## config.mk

```make
export PLATFORM = sky130hd
export DESIGN_NAME = irq_agg_top
export DESIGN_NICKNAME = d
export VERILOG_FILES = /design/src/rtl/irq_agg_pkg.sv /design/src/rtl/irq_w1c_bank.sv /design/src/rtl/irq_agg_rdmux.sv /design/src/rtl/irq_agg_top.sv
export SDC_FILE = /design/constraint.sdc
export NUM_CORES = 1
export LEC_CHECK = 0
export BUFFER_PORTS_ARGS = -buffer_cell sky130_fd_sc_hd__buf_4
export CORE_UTILIZATION = 42
export DETAILED_ROUTE_END_ITERATION = 6
export HOLD_SLACK_MARGIN = 0.02
export PLACE_DENSITY = 0.86
export REMOVE_ABC_BUFFERS = 1
export SYNTH_ARGS = -nofsm -noshare
export SYNTH_HDL_FRONTEND = slang
export SYNTH_SLANG_ARGS = --single-unit
```

## constraint.sdc

```tcl
create_clock -name clk -period 1.6 [get_ports clk]
set_clock_uncertainty 0.15 [all_clocks]
set_input_delay 0.32 -clock clk [delete_from_list [all_inputs] [get_ports clk]]
set_output_delay 0.32 -clock clk [all_outputs]
set_load 0.01 [all_outputs]
```

## src/rtl/irq_agg_pkg.sv

```systemverilog
package irq_agg_pkg;
  localparam int LOC_W  = 12;
  localparam int GLB_W  = 2;
  localparam int ADDR_W = 3;
  localparam logic [LOC_W-1:0] LOC_IMPL = 12'hF0F;
  localparam logic [GLB_W-1:0] GLB_IMPL = 2'b11;

  typedef enum logic [ADDR_W-1:0] {
    A_LSTS = 3'd0,
    A_LEN  = 3'd1,
    A_GSTS = 3'd2,
    A_GSEN = 3'd3,
    A_GSIG = 3'd4
  } reg_sel_e;
endpackage

```

## src/rtl/irq_w1c_bank.sv

```systemverilog
module irq_w1c_bank #(
  parameter int W = 12,
  parameter logic [W-1:0] IMPL = '1
) (
  input  logic         clk,
  input  logic         rst_n,
  input  logic [W-1:0] set_i,
  input  logic [W-1:0] clr_i,
  output logic [W-1:0] q_o
);
  for (genvar i = 0; i < W; i++) begin : g_bit
    if (IMPL[i]) begin : g_ff
      logic bit_q;
      always_ff @(posedge clk or negedge rst_n) begin
        if (!rst_n)        bit_q <= 1'b0;
        else if (set_i[i]) bit_q <= 1'b1;
        else if (clr_i[i]) bit_q <= 1'b0;
      end
      assign q_o[i] = bit_q;
    end else begin : g_tie
      assign q_o[i] = 1'b0;
    end
  end


  set_wins_chk: assert property (@(posedge clk) disable iff (!rst_n)
    (|(set_i & IMPL)) |=> ((q_o & $past(set_i & IMPL)) == $past(set_i & IMPL)));


  clr_chk: assert property (@(posedge clk) disable iff (!rst_n)
    (|(clr_i & ~set_i & IMPL)) |=> ((q_o & $past(clr_i & ~set_i & IMPL)) == '0));
endmodule

```

## src/rtl/irq_agg_rdmux.sv

```systemverilog
module irq_agg_rdmux
  import irq_agg_pkg::*;
#(
  parameter int DATA_W = 32
) (
  input  logic [ADDR_W-1:0] addr_i,
  input  logic [LOC_W-1:0]  lsts_i,
  input  logic [LOC_W-1:0]  len_i,
  input  logic [GLB_W-1:0]  gsts_i,
  input  logic [GLB_W-1:0]  gsen_i,
  input  logic [GLB_W-1:0]  gsig_i,
  output logic [DATA_W-1:0] rdata_o
);
  always_comb begin
    rdata_o = '0;
    case (addr_i)
      A_LSTS:  rdata_o[LOC_W-1:0] = lsts_i;
      A_LEN:   rdata_o[LOC_W-1:0] = len_i;
      A_GSTS:  rdata_o[GLB_W-1:0] = gsts_i;
      A_GSEN:  rdata_o[GLB_W-1:0] = gsen_i;
      A_GSIG:  rdata_o[GLB_W-1:0] = gsig_i;
      default: rdata_o = '0;
    endcase
  end
endmodule

```

## src/rtl/irq_agg_top.sv

```systemverilog
module irq_agg_top
  import irq_agg_pkg::*;
#(
  parameter int DATA_W = 32
) (
  input  logic              clk,
  input  logic              rst_n,
  input  logic              reg_we,
  input  logic [ADDR_W-1:0] reg_addr,
  input  logic [DATA_W-1:0] reg_wdata,
  output logic [DATA_W-1:0] reg_rdata,
  input  logic [LOC_W-1:0]  src_evt,
  input  logic              peer_evt,
  output logic              irq_o
);
  logic [LOC_W-1:0] lsts, len_q, lclr;
  logic [GLB_W-1:0] gsts, gsen_q, gsig_q, gset, gclr;
  logic             loc_any;
  logic             irq_q;

  // Write decode
  assign lclr = (reg_we && reg_addr == A_LSTS) ? reg_wdata[LOC_W-1:0] : '0;
  assign gclr = (reg_we && reg_addr == A_GSTS) ? reg_wdata[GLB_W-1:0] : '0;

  always_ff @(posedge clk or negedge rst_n) begin
    if (!rst_n) begin
      len_q  <= '0;
      gsen_q <= '0;
      gsig_q <= '0;
    end else if (reg_we) begin
      if (reg_addr == A_LEN)  len_q  <= reg_wdata[LOC_W-1:0] & LOC_IMPL;
      if (reg_addr == A_GSEN) gsen_q <= reg_wdata[GLB_W-1:0];
      if (reg_addr == A_GSIG) gsig_q <= reg_wdata[GLB_W-1:0];
    end
  end

  irq_w1c_bank #(.W(LOC_W), .IMPL(LOC_IMPL)) u_local (
    .clk(clk), .rst_n(rst_n), .set_i(src_evt), .clr_i(lclr), .q_o(lsts)
  );

  assign loc_any = |(lsts & len_q);
  assign gset    = {peer_evt, loc_any} & gsen_q;

  irq_w1c_bank #(.W(GLB_W), .IMPL(GLB_IMPL)) u_global (
    .clk(clk), .rst_n(rst_n), .set_i(gset), .clr_i(gclr), .q_o(gsts)
  );

  always_ff @(posedge clk or negedge rst_n) begin
    if (!rst_n) irq_q <= 1'b0;
    else        irq_q <= |(gsts & gsen_q & gsig_q);
  end
  assign irq_o = irq_q;

  irq_agg_rdmux #(.DATA_W(DATA_W)) u_rdmux (
    .addr_i(reg_addr), .lsts_i(lsts), .len_i(len_q),
    .gsts_i(gsts), .gsen_i(gsen_q), .gsig_i(gsig_q), .rdata_o(reg_rdata)
  );


  glb_local_set_chk: assert property (@(posedge clk) disable iff (!rst_n)
    (|(lsts & len_q) && gsen_q[0]) |=> gsts[0]);


  glb_peer_set_chk: assert property (@(posedge clk) disable iff (!rst_n)
    (peer_evt && gsen_q[1]) |=> gsts[1]);


  glb_gate_chk: assert property (@(posedge clk) disable iff (!rst_n)
    (!gsen_q[1] && !gsts[1]) |=> !gsts[1]);


  irq_reg_chk: assert property (@(posedge clk) disable iff (!rst_n)
    1'b1 |=> (irq_o == $past(|(gsts & gsen_q & gsig_q))));
endmodule

```

==> results.txt, run 1 <==
----------------------------------------------------
[Status]
  Outcome ... finished with violations
  Violated checks ... negative setup slack

[GRT]
  GR Overflow Total ... 0
  Number of antenna violations at the first check in global routing ... 0
  Wire length of the first global-routing pass ... 4.347 mm
  Pin count of the biggest net entering global routing ... 24
  Vias in the first global route ... 982
  GR Util All Layers ... 0.1716

[Critical path]
  Critical-path cell list ... mux4_2, inv_2, o21ai_1, buf_4
  Crit Path Category ... flip-flop to output pin
  Category of the worst setup path capture point ... output pin
  Cell family with most CP delay ... multiplexers
  Slowest stage cell on the critical path ... sky130_fd_sc_hd__mux4_2
  Worst-path fanout max ... 2
  WP data required ... 1.13 ns
  Maximum single-stage delay on the critical path ... 0.48 ns
  Arrival time reported for the critical path endpoint ... 1.44 ns
  Critical Path Source Type ... flip-flop
  Critical path buffer and inverter count ... 2

[STA]
  Final setup TNS ... -0.6101 ns
  Max-slew violation count ... 0
  Final critical-path required period ... 1.913 ns
  RSZ-0062 raised after global routing ... true
  Post-Route Hold Slack ... 0.02499 ns
  Maximum clock rate ... 522.7 MHz
  Hold violation count in the final report ... 0
  Final worst path period share ... 1.196
  Number of setup violations in the final report ... 2
  Worst Slack Setup Final ... -0.3130 ns

[Flow run]
  Number of maximum-capacitance violations ... 0

[Drt]
  Detailed Routing Iterations Pass 1 ... 4
  Number of routed nets with antenna violations ... 0
  Average wire per cell in the routed design ... 11.96 microns
  Detail-routed via count per cell ... 4.528
  Routed vias ... 987
  Routed wire length ... 2.607 mm
  Post-route DRC violation count ... 0
  Initial DRC Count ... 12

[Logic synthesis]
  Synth warn ... 0
  Synth Area in Simple Gates ... 0.1357
  Synthesis-stage register bit count ... 23
  Share of synthesized area occupied by flip-flops and latches ... 0.4336
  Yosys cell types ... 22
  Avg Inst Size Synth ... 11.16 sq um
  Number of instances in the synthesized netlist ... 119
  Mux cell area share after synthesis ... 0.1810
  XOR/XNOR share of the synthesized area ... 0
  Main combinational cell family by area after synthesis ... multiplexers
  Fraction of the mapped netlist area in compound gates ... 0.08860
  Post-Synthesis Cell Area ... 0.001328 sq mm
  Area share of fa/ha/maj cells after synthesis ... 0

[Clock tree]
  Inserted Clock Buffers ... 3
  Clk slew on worst S/H paths ... 0.12 ns
  Number of sinks on the clock net ... 23
  Clock buffer depth ... 2
  Clock tree from TritonCTS ... done
  Clock latency reported for the late side of the worst-skew pair ... 0.31 ns
  Cell at the root of the clock tree ... sky130_fd_sc_hd__clkbuf_4
  H-tree lvl count ... 1

[Floorplanning]
  Overall die width ... 58.22 microns
  DIE HEIGHT ... 58.22 microns
  Placeable core area ... 0.003028 sq mm
  Number of top-level pins ... 84
  Full die area ... 0.003390 sq mm
  Initial cell density of the core ... 0.4384
  Standard-cell rows ... 20

[Min path]
  Min-Delay Path Class ... input pin to flip-flop

[Finish]
  Number of diodes added for antenna fixing ... 0
  Share of final-layout standard cells stronger than drive strength 1 ... 0.4310
  Area added between synthesis and finish ... 28.65%
  Non-Filler Instances ... 218
  Post-layout utilization of the core ... 0.5641
  Layout Nets ... 226

[Place]
  Number of buffer cells added on primary ports ... 31
  Worst setup slack before clock tree synthesis ... -0.09880 ns
  Post-Place Cells ... 206
  Gpl congestion ... 0.8583
  HPWL after detailed placement ... 2.045 mm

[Power and ir drop]
  Leak ... 0.8247 nW
  Pwr/cell area ... 826.7 mW/mm^2
  Largest voltage drop on the vdd net ... 0.0003970 V

----------------------------------------------------
-- final timing paths --
kind,from,endpoint,slack [ns],cells past startpoint
max reg2reg,u_local.g_bit[1].g_ff.bit_q,u_global.g_bit[0].g_ff.bit_q,0.23,4
min,src_evt[8],u_local.g_bit[8].g_ff.bit_q,0.02,2
max,gsen_q[1],reg_rdata[1],-0.31,4
max in group asynchronous,rst_n,gsig_q[0],0.79,2
min in group asynchronous,rst_n,u_local.g_bit[8].g_ff.bit_q,0.28,2
min reg2reg,u_local.g_bit[11].g_ff.bit_q,u_local.g_bit[11].g_ff.bit_q,0.37,1
-- repair_timing --
| action | CTS | global route |
|---|---|---|
| hold buffers | 1 | 2 |
| gates cloned | 0 | 0 |
| endpoints found under the setup margin | 2 | 7 |
| hold endpoints to repair | 23 | 2 |
| setup buffers | 1 | 4 |
| gates resized for setup | 3 | 2 |
| pin swaps | 0 | 0 |
-- final cells by class --
class                           count  area (sq um)
Fill cell                         247          1320
Multi-Input combinational cell     91         630.6
Sequential cell                    23         575.6
Timing Repair Buffer               54         412.9
Tap cell                           44         55.05
Clock buffer                        4         26.28
Inverter                            2         7.507
-- where the power goes --
part	leakage (nW)	switching (mW)	total, mW	internal, mW
Combinational	0.563	0.177	0.427	0.250
Clock	0.0150	0.169	0.266	0.0973
Sequential	0.247	0.0540	0.719	0.665
Total	0.825	0.400	1.41	1.01
-- registers in the layout (all words and copies together), names as in the netlist --
name and count:
gsig_q 2, gsen_q 2, len_q 8, u_local.g_bit.g_ff.bit_q 8, irq_o 1, u_global.g_bit.g_ff.bit_q 2
-- placed cells by master (no fill, tap or decap) --
cell type / count
sky130_fd_sc_hd__nor2_8: 1
sky130_fd_sc_hd__nor4b_4: 1
sky130_fd_sc_hd__mux2i_1: 6
sky130_fd_sc_hd__and3b_2: 1
sky130_fd_sc_hd__nand3_1: 7
sky130_fd_sc_hd__mux4_2: 2
sky130_fd_sc_hd__nand4_1: 1
sky130_fd_sc_hd__a22oi_1: 4
sky130_fd_sc_hd__o21ai_1: 2
sky130_fd_sc_hd__nor2b_1: 1
sky130_fd_sc_hd__clkbuf_4: 3
sky130_fd_sc_hd__a21o_1: 8
sky130_fd_sc_hd__clkbuf_1: 1
sky130_fd_sc_hd__nor2_1: 7
sky130_fd_sc_hd__conb_1: 24
sky130_fd_sc_hd__dfrtp_1: 23
sky130_fd_sc_hd__a22o_1: 2
sky130_fd_sc_hd__dlygate4sd3_1: 3
sky130_fd_sc_hd__or2_4: 1
sky130_fd_sc_hd__and2b_2: 1
sky130_fd_sc_hd__inv_2: 2
sky130_fd_sc_hd__buf_4: 51
sky130_fd_sc_hd__mux2_2: 12
sky130_fd_sc_hd__nand2_1: 10
-- synthesized netlist by cell type --
cell type,instances,share of area
sky130_fd_sc_hd__mux2_2,12,0.10
sky130_fd_sc_hd__mux2i_1,6,0.045
sky130_fd_sc_hd__nand2_1,10,0.028
sky130_fd_sc_hd__buf_6,2,0.017
sky130_fd_sc_hd__nand3_1,7,0.026
sky130_fd_sc_hd__mux4_2,2,0.034
sky130_fd_sc_hd__a22o_1,2,0.013
sky130_fd_sc_hd__conb_1,1,0.0028
sky130_fd_sc_hd__nand4_1,1,0.0047
sky130_fd_sc_hd__or2_1,1,0.0047
sky130_fd_sc_hd__dfrtp_1,23,0.43
sky130_fd_sc_hd__inv_1,2,0.0057
sky130_fd_sc_hd__a21o_1,8,0.045
sky130_fd_sc_hd__buf_4,24,0.14
sky130_fd_sc_hd__nor2b_1,1,0.0047
sky130_fd_sc_hd__nor4b_4,1,0.018
sky130_fd_sc_hd__o21ai_0,2,0.0075
sky130_fd_sc_hd__a22oi_1,4,0.023
sky130_fd_sc_hd__and3b_2,1,0.0075
sky130_fd_sc_hd__nor2_8,1,0.015
sky130_fd_sc_hd__nor2_1,7,0.020
sky130_fd_sc_hd__and2b_2,1,0.0066
-- through the flow --
step                      total power [mW]  cell area, sq um
after floorplan                     0.9128              1211
after global placement               1.099              1612
after detailed placement             1.119              1612
after CTS                            1.399              1655
after global routing                 1.502              1708
final                                1.412              1708
-- cell families after synthesis --
logic type      count (synthesis)
compound gates                 16
buf+inv                        28
flops                          23
mux                            20
other cells                     1
simple gates                   31
-- metal layers --
metal	vias to the layer above	wire length, microns	track usage
met5	-	0	0
met1	461	1102	0.2155
met3	5	174	0.04018
met2	48	1299	0.2890
met4	0	31	0.06122
li1	473	-	-
Power figures use the tool's default switching activity.
==> inputs of run 2 (changes only) <==
--- a/config.mk
+++ b/config.mk
@@ -6,11 +6,12 @@
 export NUM_CORES = 1
 export LEC_CHECK = 0
 export BUFFER_PORTS_ARGS = -buffer_cell sky130_fd_sc_hd__buf_4
-export CORE_UTILIZATION = 42
+export CORE_UTILIZATION = 45
 export DETAILED_ROUTE_END_ITERATION = 6
 export HOLD_SLACK_MARGIN = 0.02
-export PLACE_DENSITY = 0.86
+export PLACE_DENSITY = 0.87
 export REMOVE_ABC_BUFFERS = 1
 export SYNTH_ARGS = -nofsm -noshare
 export SYNTH_HDL_FRONTEND = slang
+export SYNTH_HIERARCHICAL = 1
 export SYNTH_SLANG_ARGS = --single-unit
==> run 2 against run 1 <==
Fmax grew 5.5%. Synthesized cell count grew 32%. The flow still finishes with violations (negative setup slack). Die area grew 11%. Non-clock buffer count grew 4. Routed wire length grew 15%. Count of clock-buffer cells in the layout shrank 1. Sequential share of layout area shrank 4.2 points. Area after synthesis grew 20%. Worst hold slack gained 0.045 ns. Critical path depth is the same.
==> results.txt, run 2 <==
----------------------------------------------------
[Status]
  Outcome ... finished with violations
  Violated checks ... negative setup slack

[GRT]
  GR Overflow Total ... 0 (unchanged)
  Vias in the first global route ... 1071 (+9.1%)
  Number of antenna violations at the first check in global routing ... 0 (unchanged)
  GR Util All Layers ... 0.1725 (+0.0009107)
  Pin count of the biggest net entering global routing ... 24 (unchanged)
  Wire length of the first global-routing pass ... 4.726 mm (+8.7%)

[Min path]
  Min-Delay Path Class ... input pin to flip-flop

[Critical path]
  Maximum single-stage delay on the critical path ... 0.41 ns (-0.07 ns)
  Category of the worst setup path capture point ... output pin
  Critical Path Source Type ... flip-flop
  Worst-path fanout max ... 2 (unchanged)
  Reg-to-reg setup timing slack ... 0.28 ns (+0.05 ns)
  Slowest stage cell on the critical path ... sky130_fd_sc_hd__dfrtp_1
  Critical-path cell list ... mux2_4, a21oi_2, o21ai_1, buf_4
  Crit Path Category ... flip-flop to output pin
  WP data required ... 1.13 ns (about the same)
  Arrival time reported for the critical path endpoint ... 1.34 ns (-0.10 ns)

[STA]
  Number of setup violations in the final report ... 3 (+1)
  Final critical-path required period ... 1.813 ns (-0.1002 ns)
  RSZ-0062 raised after global routing ... true
  Worst Slack Setup Final ... -0.2128 ns (+0.1002 ns)
  Hold violation count in the final report ... 0 (unchanged)
  Final worst path period share ... 1.133 (-0.06261)
  Final setup TNS ... -0.3658 ns (+0.2444 ns)
  Max-slew violation count ... 0 (unchanged)
  Maximum clock rate ... 551.6 MHz (+5.5%)

[Drt]
  Average wire per cell in the routed design ... 11.94 microns (-0.19%)
  Uppermost metal layer occupied by signal nets ... met4
  Routed vias ... 1129 (+14%)
  Met1 WL ... 1.267 mm (+15%)
  Number of routed nets with antenna violations ... 0 (unchanged)
  Total met2 wirelength after detailed routing ... 1.564 mm (+20%)
  Post-route DRC violation count ... 0 (unchanged)
  Routed wire length ... 2.996 mm (+15%)
  Initial DRC Count ... 22 (+10)
  Wire length on met3 ... 116 microns (-33%)
  Detailed Routing Iterations Pass 1 ... 4 (unchanged)
  Detail-routed via count per cell ... 4.498 (-0.65%)

[Finish]
  Largest registers in the final layout ... len_q x8, u_local/g_bit.g_ff.bit_q x8
  Most frequent cells in the layout ... sky130_fd_sc_hd__buf_4, sky130_fd_sc_hd__conb_1, sky130_fd_sc_hd__dfrtp_1
  Layout Nets ... 257 (+14%)
  Number of diodes added for antenna fixing ... 0 (unchanged)
  Leading cell type in the layout, fill and taps excluded ... sky130_fd_sc_hd__buf_4
  Area added between synthesis and finish ... 22.74%
  Share of final-layout standard cells stronger than drive strength 1 ... 0.3366 (-0.09445)
  Post-layout utilization of the core ... 0.5804 (+0.01631)

[Clock tree]
  Clk slew on worst S/H paths ... 0.14 ns (+0.02 ns)
  Cell at the root of the clock tree ... sky130_fd_sc_hd__clkbuf_4
  Inserted Clock Buffers ... 3 (unchanged)
  Clock tree from TritonCTS ... done
  Number of sinks on the clock net ... 23 (unchanged)
  H-tree lvl count ... 1 (unchanged)
  Clock buffer depth ... 2 (unchanged)
  Clock latency reported for the late side of the worst-skew pair ... 0.33 ns (+0.02 ns)

[Floorplanning]
  Number of top-level pins ... 84 (unchanged)
  Full die area ... 0.003775 sq mm (+11%)
  Standard-cell rows ... 21 (+5.0%)
  DIE HEIGHT ... 61.45 microns (+5.5%)
  Initial cell density of the core ... 0.4728 (+0.03441)
  Placeable core area ... 0.003363 sq mm (+11%)
  Overall die width ... 61.45 microns (+5.5%)

[Power and ir drop]
  Largest voltage drop on the vdd net ... 0.0003641 V (-8.3%)
  Final total power ... 1.492 mW (+5.7%)
  Leak ... 0.9363 nW (+14%)
  Pwr/cell area ... 764.4 mW/mm^2 (-7.5%)

[Place]
  Number of buffer cells added on primary ports ... 31 (unchanged)
  Gpl congestion ... 0.7504 (-13%)
  HPWL after detailed placement ... 2.232 mm (+9.2%)

[Flow run]
  Number of maximum-capacitance violations ... 0 (unchanged)

[Logic synthesis]
  Synth warn ... 6 (+6)
  Post-Synthesis Cell Area ... 0.001590 sq mm (+20%)
  Avg Inst Size Synth ... 10.13 sq um (-9.2%)
  Number of instances in the synthesized netlist ... 157 (+32%)

----------------------------------------------------
[run 2: metal layers]
metal | vias to the layer above | global-route usage
met5 | - | 0
met4 | 0 | 0.06667
met3 | 5 | 0.02311
met2 | 30 | 0.3090
met1 | 534 | 0.2100
li1 | 560 | -
[run 2: power breakdown]
part	total, mW	switching, mW	internal (mW)
clock	0.283	0.189	0.0938
sequential	0.721	0.0562	0.665
combinational	0.488	0.197	0.291
[run 2: path summary, 6_finish.rpt]
path | startpoint | end | cells past startpoint
setup / recovery | u_global/g_bit[1].g_ff.bit_q | reg_rdata[1] | 4
hold / removal | reg_wdata[2] | len_q[2] | 2
setup reg to reg | u_local/g_bit[11].g_ff.bit_q | u_global/g_bit[0].g_ff.bit_q | 4
hold reg to reg | u_local/g_bit[1].g_ff.bit_q | u_local/g_bit[1].g_ff.bit_q | 1
max in group asynchronous | rst_n | u_global/g_bit[1].g_ff.bit_q | 2
min in group asynchronous | rst_n | u_local/g_bit[3].g_ff.bit_q | 2
[run 2: worst max-delay path, delay by kind of cell (launching register included)]
family          cells  cell delay, ns
mux                 1            0.28
buf+inv             1            0.14
compound gates      2            0.19
flops               1            0.41
[run 2: what timing repair did]
| item | 4_1_cts | 5_1_grt |
|---|---|---|
| pin swaps | 1 | 2 |
| hold endpoints to repair | 30 | 1 |
| setup buffers | 4 | 7 |
| setup endpoints to repair | 2 | 8 |
| resized for setup | 2 | 2 |
| hold buffers | 8 | 1 |
[run 2: area by class of cell]
| cell class | instances | area, sq um |
|---|---|---|
| sequential | 23 | 575.6 |
| multi-input combinational | 109 | 788.3 |
| clock buffer | 3 | 22.52 |
| tap | 46 | 57.56 |
| clock inverter | 1 | 5.005 |
| timing repair buffer | 58 | 461.7 |
| fill | 310 | 1411 |
| inverter | 11 | 41.29 |
[run 2: per-stage QoR]
step                      cells  worst slack, ns  area [sq um]  hold WS, ns
final                       251          -0.2128          1952      0.07004
after global routing        251          -0.2795          1952      0.05368
after CTS                   243          -0.2435          1879      0.02135
after detailed placement    227         -0.05916          1732      0.08303
after global placement      227         -0.02843          1732      0.07955
after floorplan             143           0.1546          1389      -0.1256
